<file path="config.mk">
export PLATFORM = sky130hd
export DESIGN_NAME = rc5_iter_core
export DESIGN_NICKNAME = d
export VERILOG_FILES = /design/src/rtl/rc5_iter_pkg.sv /design/src/rtl/rc5_rotator.sv /design/src/rtl/rc5_halfstep.sv /design/src/rtl/rc5_stepper.sv /design/src/rtl/rc5_iter_core.sv
export SDC_FILE = /design/constraint.sdc
export NUM_CORES = 1
export LEC_CHECK = 0
export BUFFER_PORTS_ARGS = -buffer_cell sky130_fd_sc_hd__buf_2
export CORE_MARGIN = 2
export CORE_UTILIZATION = 50
export CTS_BUF_LIST = sky130_fd_sc_hd__clkbuf_8
export DETAILED_ROUTE_END_ITERATION = 16
export GPL_TIMING_DRIVEN = 0
export PLACE_DENSITY = 0.67
export REMOVE_ABC_BUFFERS = 1
export SLEW_MARGIN = 20
export SYNTH_ARGS = -nofsm -noshare
export SYNTH_HDL_FRONTEND = slang
export SYNTH_HIERARCHICAL = 1
export SYNTH_SLANG_ARGS = --single-unit
</file>
<file path="constraint.sdc">
create_clock -name clk -period 8.55 [get_ports clk]
set_input_delay 1.71 -clock clk [delete_from_list [all_inputs] [get_ports clk]]
set_output_delay 1.71 -clock clk [all_outputs]
set_load 0.005 [all_outputs]
</file>
<file path="src/rtl/rc5_iter_pkg.sv">
package rc5_iter_pkg;
  // direction of operation, encoded as the mode pin
  typedef enum logic {
    RC5_ENC = 1'b0,
    RC5_DEC = 1'b1
  } rc5_dir_e;
endpackage

</file>
<file path="src/rtl/rc5_rotator.sv">
// Bidirectional barrel rotator: log2(WORD_W) stages of fixed left rotations.
// A right rotation by s is performed as a left rotation by (-s) mod WORD_W.
module rc5_rotator #(
  parameter int WORD_W = 32
) (
  input  logic [WORD_W-1:0]         data_i,
  input  logic [$clog2(WORD_W)-1:0] amt_i,
  input  logic                      right_i,
  output logic [WORD_W-1:0]         data_o
);
  localparam int SH_W = $clog2(WORD_W);

  logic [SH_W-1:0]   amt_eff;
  logic [WORD_W-1:0] stage [SH_W+1];

  assign amt_eff  = right_i ? (SH_W'(0) - amt_i) : amt_i;
  assign stage[0] = data_i;

  for (genvar g = 0; g < SH_W; g++) begin : g_stage
    localparam int D = 1 << g;
    assign stage[g+1] = amt_eff[g] ?
                        {stage[g][WORD_W-1-D:0], stage[g][WORD_W-1 -: D]} :
                        stage[g];
  end

  assign data_o = stage[SH_W];
endmodule

</file>
<file path="src/rtl/rc5_halfstep.sv">
// One half-round for either direction. The rotator is shared; the subtract
// sits ahead of it (decrypt) and the add behind it (encrypt), keeping the
// path acyclic. Whitening steps bypass the rotator.
module rc5_halfstep
  import rc5_iter_pkg::*;
#(
  parameter int WORD_W = 32
) (
  input  logic [WORD_W-1:0] x_i,      // word being updated
  input  logic [WORD_W-1:0] y_i,      // controlling word
  input  logic [WORD_W-1:0] key_i,
  input  rc5_dir_e          dir_i,
  input  logic              whiten_i,
  output logic [WORD_W-1:0] nxt_o
);
  localparam int SH_W = $clog2(WORD_W);

  logic [WORD_W-1:0] pre_diff;
  logic [WORD_W-1:0] rot_in;
  logic [WORD_W-1:0] rot_out;
  logic [WORD_W-1:0] post_sum;
  logic [WORD_W-1:0] dec_val;
  logic              go_right;

  assign go_right = (dir_i == RC5_DEC);
  assign pre_diff = x_i - key_i;
  assign rot_in   = go_right ? pre_diff : (x_i ^ y_i);

  rc5_rotator #(.WORD_W(WORD_W)) u_rot (
    .data_i  (rot_in),
    .amt_i   (y_i[SH_W-1:0]),
    .right_i (go_right),
    .data_o  (rot_out)
  );

  assign post_sum = (whiten_i ? x_i : rot_out) + key_i;
  assign dec_val  = whiten_i ? pre_diff : (rot_out ^ y_i);
  assign nxt_o    = go_right ? dec_val : post_sum;
endmodule

</file>
<file path="src/rtl/rc5_stepper.sv">
// Step sequencer: counts STEPS half-steps after a launch.
module rc5_stepper #(
  parameter int STEPS = 26,
  parameter int IDX_W = $clog2(STEPS)
) (
  input  logic             clk,
  input  logic             rst_n,
  input  logic             launch_i,
  output logic             busy_o,
  output logic [IDX_W-1:0] step_o,
  output logic             last_o
);
  localparam logic [IDX_W-1:0] FINAL = IDX_W'(STEPS - 1);

  assign last_o = busy_o && (step_o == FINAL);

  always_ff @(posedge clk or negedge rst_n) begin
    if (!rst_n) begin
      busy_o <= 1'b0;
      step_o <= '0;
    end else if (launch_i) begin
      busy_o <= 1'b1;
      step_o <= '0;
    end else if (busy_o) begin
      if (last_o) busy_o <= 1'b0;
      else        step_o <= step_o + 1'b1;
    end
  end
endmodule

</file>
<file path="src/rtl/rc5_iter_core.sv">
// Iterative RC5 core: one half-step per cycle, working registers swap each step.
// Encrypt: x=A, y=B. Decrypt: x=B, y=A. Steps 0..2R+1 use key index n (enc)
// or 2R+1-n (dec); whitening occupies the first two (enc) or last two (dec).
module rc5_iter_core
  import rc5_iter_pkg::*;
#(
  parameter int WORD_W = 32,
  parameter int ROUNDS = 12,
  localparam int STEPS = 2 * ROUNDS + 2,
  localparam int IDX_W = $clog2(STEPS)
) (
  input  logic                clk,
  input  logic                rst_n,
  input  logic                in_valid,
  output logic                in_ready,
  input  logic                in_mode,
  input  logic [2*WORD_W-1:0] in_block,
  output logic                out_valid,
  input  logic                out_ready,
  output logic [2*WORD_W-1:0] out_block,
  output logic [IDX_W-1:0]    key_idx,
  input  logic [WORD_W-1:0]   key_word
);
  localparam logic [IDX_W-1:0] LAST_IDX = IDX_W'(STEPS - 1);
  localparam logic [IDX_W-1:0] TWO      = IDX_W'(2);
  localparam logic [IDX_W-1:0] TAIL     = IDX_W'(STEPS - 2);

  logic              busy;
  logic              last_step;
  logic [IDX_W-1:0]  step;
  logic              accept;
  logic              whiten;
  rc5_dir_e          mode_q;
  logic [WORD_W-1:0] x_q, y_q, nxt;
  logic [WORD_W-1:0] word_a, word_b;

  assign in_ready = !busy;
  assign accept   = in_valid && in_ready;
  assign word_a   = in_block[WORD_W-1:0];
  assign word_b   = in_block[2*WORD_W-1:WORD_W];

  rc5_stepper #(.STEPS(STEPS), .IDX_W(IDX_W)) u_seq (
    .clk      (clk),
    .rst_n    (rst_n),
    .launch_i (accept),
    .busy_o   (busy),
    .step_o   (step),
    .last_o   (last_step)
  );

  assign whiten  = (mode_q == RC5_DEC) ? (step >= TAIL) : (step < TWO);
  assign key_idx = (mode_q == RC5_DEC) ? (LAST_IDX - step) : step;

  rc5_halfstep #(.WORD_W(WORD_W)) u_step (
    .x_i      (x_q),
    .y_i      (y_q),
    .key_i    (key_word),
    .dir_i    (mode_q),
    .whiten_i (whiten),
    .nxt_o    (nxt)
  );

  always_ff @(posedge clk or negedge rst_n) begin
    if (!rst_n) begin
      x_q    <= '0;
      y_q    <= '0;
      mode_q <= RC5_ENC;
    end else if (accept) begin
      mode_q <= rc5_dir_e'(in_mode);
      x_q    <= in_mode ? word_b : word_a;
      y_q    <= in_mode ? word_a : word_b;
    end else if (busy) begin
      x_q <= y_q;
      y_q <= nxt;
    end
  end

  always_ff @(posedge clk or negedge rst_n) begin
    if (!rst_n)                      out_valid <= 1'b0;
    else if (accept)                 out_valid <= 1'b0;
    else if (last_step)              out_valid <= 1'b1;
    else if (out_valid && out_ready) out_valid <= 1'b0;
  end

  assign out_block = (mode_q == RC5_DEC) ? {x_q, y_q} : {y_q, x_q};
endmodule

</file>
# Yosys cells after proc, flatten, opt, wreduce, memory -nomap -nowiden
# Index checks and enable logic that the tools add are counted.
dict set report word_totals {
  regBits 72
  latchBits 0
  ramBits 0
  romBits 0
  inputBits 101
  out_inout_bits 71
  memories 0
}
dict set report op_classes {
  add_sub_neg 5
  mul 0
  div_mod_pow 0
  n_lt_le_gt_ge 2
  n_eq_ne 2
  shift 0
  muxes 28
  n_bitwise 2
  n_reduce_logical 7
}
# op count
set op_table {}
lappend op_table {{32-bit two-way mux} 15}
lappend op_table {{64-bit two-way mux} 1}
lappend op_table {{32-bit bitwise XOR} 2}
lappend op_table {{32-bit adder} 1}
lappend op_table {{32-bit subtractor} 1}
lappend op_table {{5-bit two-way mux} 5}
lappend op_table {{1-bit two-way mux} 7}
lappend op_table {{5-bit by 1-bit adder with 5-bit output (second input constant)} 1}
lappend op_table {{5-bit equality test (second input constant)} 1}
lappend op_table {{5-bit greater-or-equal comparator (second input constant)} 1}
lappend op_table {{5-bit by 2-bit less-than comparator with 1-bit output (second input constant)} 1}
lappend op_table {{1-bit by 5-bit subtractor with 5-bit output (first input constant)} 1}
lappend op_table {{5-bit subtractor (first input constant)} 1}
lappend op_table {{1-bit logical AND} 3}
lappend op_table {{3-bit nonzero test} 1}
lappend op_table {{2-bit by 1-bit != test with 1-bit output (second input constant)} 1}
lappend op_table {{2-bit AND reduction} 1}
lappend op_table {{2-bit nonzero test} 1}
lappend op_table {{1-bit zero test} 1}

# Longest topological paths before layout
dict set report depth {
  depth_word 12
  depth_mapped 31
  mapped_depth_nobuf 31
}

# Cells and area by module
# Netlist, hierarchy kept.
# mod n_inst cells_per_inst area_per_inst_um2 seq_area_each_um2
set modules_own_cells {}
lappend modules_own_cells {rc5_halfstep 1 776 5193.7 0.0}
lappend modules_own_cells {rc5_iter_core 1 451 4693.3 1651.6}
lappend modules_own_cells {rc5_rotator 1 233 1818.0 0.0}
lappend modules_own_cells {rc5_stepper 1 31 329.1 150.1}

# Worst setup path after synthesis
# Ideal clock, no wire load.
dict set report synth_timing {
  kind {input -> register}
  startpoint {input key_word[13]}
  endpoint {register y_q[30]}
  setup_ps 131
  t_arrival_ps 7062
  slack_ps 1356
  cell_stages 31
  cell_sequence {inv_1 -> ha_1 -> buf_4 -> a221oi_2 -> o21ai_1 -> a21oi_2 -> a31oi_1 -> a2111o_1 -> a21o_1 -> a21oi_2 -> xor2_1 -> o21ai_0 -> mux2_2 -> mux2i_1 -> mux2i_1 -> o22ai_1 -> nor2_1 -> mux2_2 -> ha_1 -> fa_1 -> a21oi_1 -> o211ai_1 -> a211oi_2 -> nor3_1 -> o31ai_2 -> o21ai_1 -> a211oi_1 -> xor2_1 -> a21oi_1 -> nand2_1 -> o211ai_1}
}
dict set report synth_between {
  elab_chain_cells 12
  word_cells_on_any_way 14
  cone_classes {2 x add/sub; 11 x mux; 1 x bitwise}
}
# item line_no
set synth_lines {}
lappend synth_lines {{from (decl)} rc5_iter_core.sv:22} ;# input logic [WORD_W-1:0] key_word
lappend synth_lines {{32-bit subtractor} rc5_halfstep.sv:26} ;# assign pre_diff = x_i - key_i;
lappend synth_lines {{32-bit two-way mux} rc5_halfstep.sv:27} ;# assign rot_in = go_right ? pre_diff : (x_i ^ y_i);
lappend synth_lines {{named net u_step.rot_in[24]} rc5_halfstep.sv:19} ;# logic [WORD_W-1:0] rot_in;
lappend synth_lines {{32-bit two-way mux (5 in a row)} rc5_rotator.sv:21} ;# assign stage[g+1] = amt_eff[g] ?
lappend synth_lines {{named net u_step.rot_out[0]} rc5_halfstep.sv:20} ;# logic [WORD_W-1:0] rot_out;
lappend synth_lines {{32-bit two-way mux} rc5_halfstep.sv:36} ;# assign post_sum = (whiten_i ? x_i : rot_out) + key_i;
lappend synth_lines {{32-bit adder} rc5_halfstep.sv:36}
lappend synth_lines {{32-bit two-way mux} rc5_halfstep.sv:38} ;# assign nxt_o = go_right ? dec_val : post_sum;
lappend synth_lines {{named net nxt[30]} rc5_iter_core.sv:34} ;# logic [WORD_W-1:0] x_q, y_q, nxt;
lappend synth_lines {{32-bit two-way mux} rc5_iter_core.sv:72} ;# end else if (busy) begin
lappend synth_lines {{32-bit two-way mux} rc5_iter_core.sv:68} ;# end else if (accept) begin
lappend synth_lines {{to (signal assigned)} rc5_iter_core.sv:71} ;# y_q <= in_mode ? word_a : word_b;
lappend synth_lines {{to (signal assigned)} rc5_iter_core.sv:74} ;# y_q <= nxt;
lappend synth_lines {{to (decl)} rc5_iter_core.sv:34}
# The timed path passes the listed nets, and every way through them passes these cells. The select of a mux whose other input is x is not followed.
# A chain may end at the register's enable or synchronous reset.

# Worst setup path in the final report
dict set report layout_timing {
  startpoint {input key_word[15]}
  endpoint {register y_q[30]}
}
# The elaborated chain is that of the path after synthesis.

==> qor.txt <==
status = finished clean
number of max-cap violations = 0
Reg2Reg Capture Point = y_q[30]
Worst-Skew Late Latency = 0.39 ns
hold_sp = y_q[0]
CTS tree = built
Yosys warning count = 6
final instance area = 13300 um^2
Final #Nets = 1748
Post-DP Area = 13100 um^2
Die W = 159 um
Sink Count = 72
register area share after synthesis = 0.150
WHS = 0.603 ns
crit path DAT = 8.49 ns
Worst Skew = 0.0129 ns
remaining antenna violation count = 0
EDFF count, synth = 0
share of layout cells above drive strength 1 = 0.230
period utilization = 0.963
Synth Flop Type = dfrtp_1
RSZ-0062 raised after global routing = false
Slew Limit Fails = 0
Worst Max-Slew Pin Slew = 1.13 ns
flops & latches, synth = 72
Mean Syn Cell Area = 8.07 um^2
Hold Crit Depth = 2
post-synthesis cell count = 1491
launching point of the worst reg2reg path = x_q[0]
DRT Pass-1 Iters = 5
CP Launch Type = input pin
WHS Endpoint = x_q[0]
global-route wire length before repair = 55.2 mm
H-tree Lvls = 3
initial antenna violation count = 0
dpl cells = 1886
critical path endpoint category = register
DR iter-0 viols = 807
largest net degree at the start of global routing = 71
CP max-delay cell = a2111o_1
drt wl/cell = 17.8 um
global route overflow = 0
Starting Density = 0.511
most frequent cells in the layout = 168 x buf_2, 152 x nand2_1, 131 x mux2i_1
crit-path max FO = 9
Sum Neg Setup Slack = 0 ns
post-layout min period = 8.23 ns
Reg2Reg Setup Slack = 1.25 ns
Final Hold Vio Count = 0
Longest Clk Path Bufs = 2
CP max stage delay = 0.51 ns
Worst Hold Class = reg -> reg
FMAX = 0.121 GHz
Vert. Die Dim = 159 um
number of global-route vias before repair = 10700
dpl hpwl = 25.9 mm
Slew headroom = 0.246
Data required, critical path = 8.81 ns
final cell count without fillers = 1902
Setup Fix Bufs, Post-CTS = 0
async set-reset flop share out of synthesis = 1.00
GPL Wtd Cong = 0.906
Global Route Usage Sum = 0.263
floorplan core area = 23500 um^2
Worst-path clk slew = 0.09 ns
Total Wirelength = 33.9 mm
Synth Cell Area = 12000 um^2
R2R depth = 31
commonest non-fill, non-tap cell in the layout = buf_2
via/cell ratio = 6.01
io pins = 172
num rows = 56
n_diodes = 0
CTS buffer count = 9
setup violators final = 0
PortBufs = 171
Filler cells = 2258
DRC violations left = 0
Die Area = 25300 um^2
distinct cell type count after synthesis = 72
root buffer cell = clkbuf_8
CP Class = in -> reg
via count = 11400
P&R area growth vs syn = 10.5%
[synth_stat cells (all sizes together), types with 66 or more instances]
library cell / count / area share
o21ai: 97 / 0.041
xnor2: 66 / 0.049
nand2: 152 / 0.047
dfrtp: 72 / 0.15
o22ai: 66 / 0.034
ha: 67 / 0.070
xor2: 67 / 0.049
mux2: 128 / 0.12
mux2i: 132 / 0.11
o211ai: 84 / 0.052
a21oi: 80 / 0.034
nor2: 78 / 0.024
[routing by layer]
layer,vias up,track usage,routed length [um],share of wire
met5,-,0,0,0
met4,0,0.0682,549,0.016
met3,36,0.0279,1540,0.046
met2,299,0.438,15700,0.46
met1,5421,0.363,16100,0.47
li1,5672,-,-,-
[per-stage QoR]
stage | setup slack (ns) | utilization
after floorplan | -0.390 | -
after global placement | -4.09 | 0.541
after detailed placement | -0.190 | 0.555
after CTS | 0.177 | 0.564
after global routing | 0.0173 | 0.565
final | 0.316 | 0.565
[area by class of cell]
class / instances / area, um^2 / area share
repair buffers: 182 / 1120 / 0.0843
well taps: 319 / 399 / 0.0300
clock inverters: 5 / 55.1 / 0.00414
multi-input cells: 1258 / 9550 / 0.718
inverters: 55 / 208 / 0.0156
clock buffers: 11 / 151 / 0.0114
flip-flops and latches: 72 / 1810 / 0.136
[worst max-delay path by stage]
stage | start | endpoint | slack (ns)
3_5_place_dp | key_word[0] | y_q[30] | -0.19
2_1_floorplan | mode_q | y_q[30] | -0.39
6_report | key_word[15] | y_q[30] | 0.32
3_3_place_gp | mode_q | y_q[30] | -4.09
5_1_grt | key_word[15] | y_q[30] | 0.02
4_1_cts | key_word[0] | y_q[30] | 0.18
[cell families after synthesis]
group / after synthesis / share of synthesized area
buf+inv: 161 / 0.0628
fa+ha+maj: 69 / 0.0730
mux: 260 / 0.231
xor+xnor: 133 / 0.0974
flops: 72 / 0.150
simple gates: 378 / 0.162
compound gates: 418 / 0.224
[timing repair]
item / 4_1_cts / 5_1_grt
hold buffers: 0 / 0
setup endpoints to repair: 0 / 8
resized for setup: 0 / 6
[critical path: cells and delay by family]
| family | cells | cell delay (ns) |
|---|---|---|
| xor+xnor | 2 | 0.35 |
| simple gates | 3 | 0.44 |
| mux | 4 | 1.07 |
| buf+inv | 2 | 0.16 |
| fa+ha+maj | 3 | 1.08 |
| compound gates | 17 | 3.67 |
[flip-flops by register name, indices dropped and copies added, names as in the netlist]
name and cells:
mode_q 1, y_q 32, u_seq/step_o 5, out_valid 1, x_q 32, u_seq/busy_o 1
Power is not shown: default switching activity piles up to over one toggle a cycle in this logic, so the estimate is an artifact.
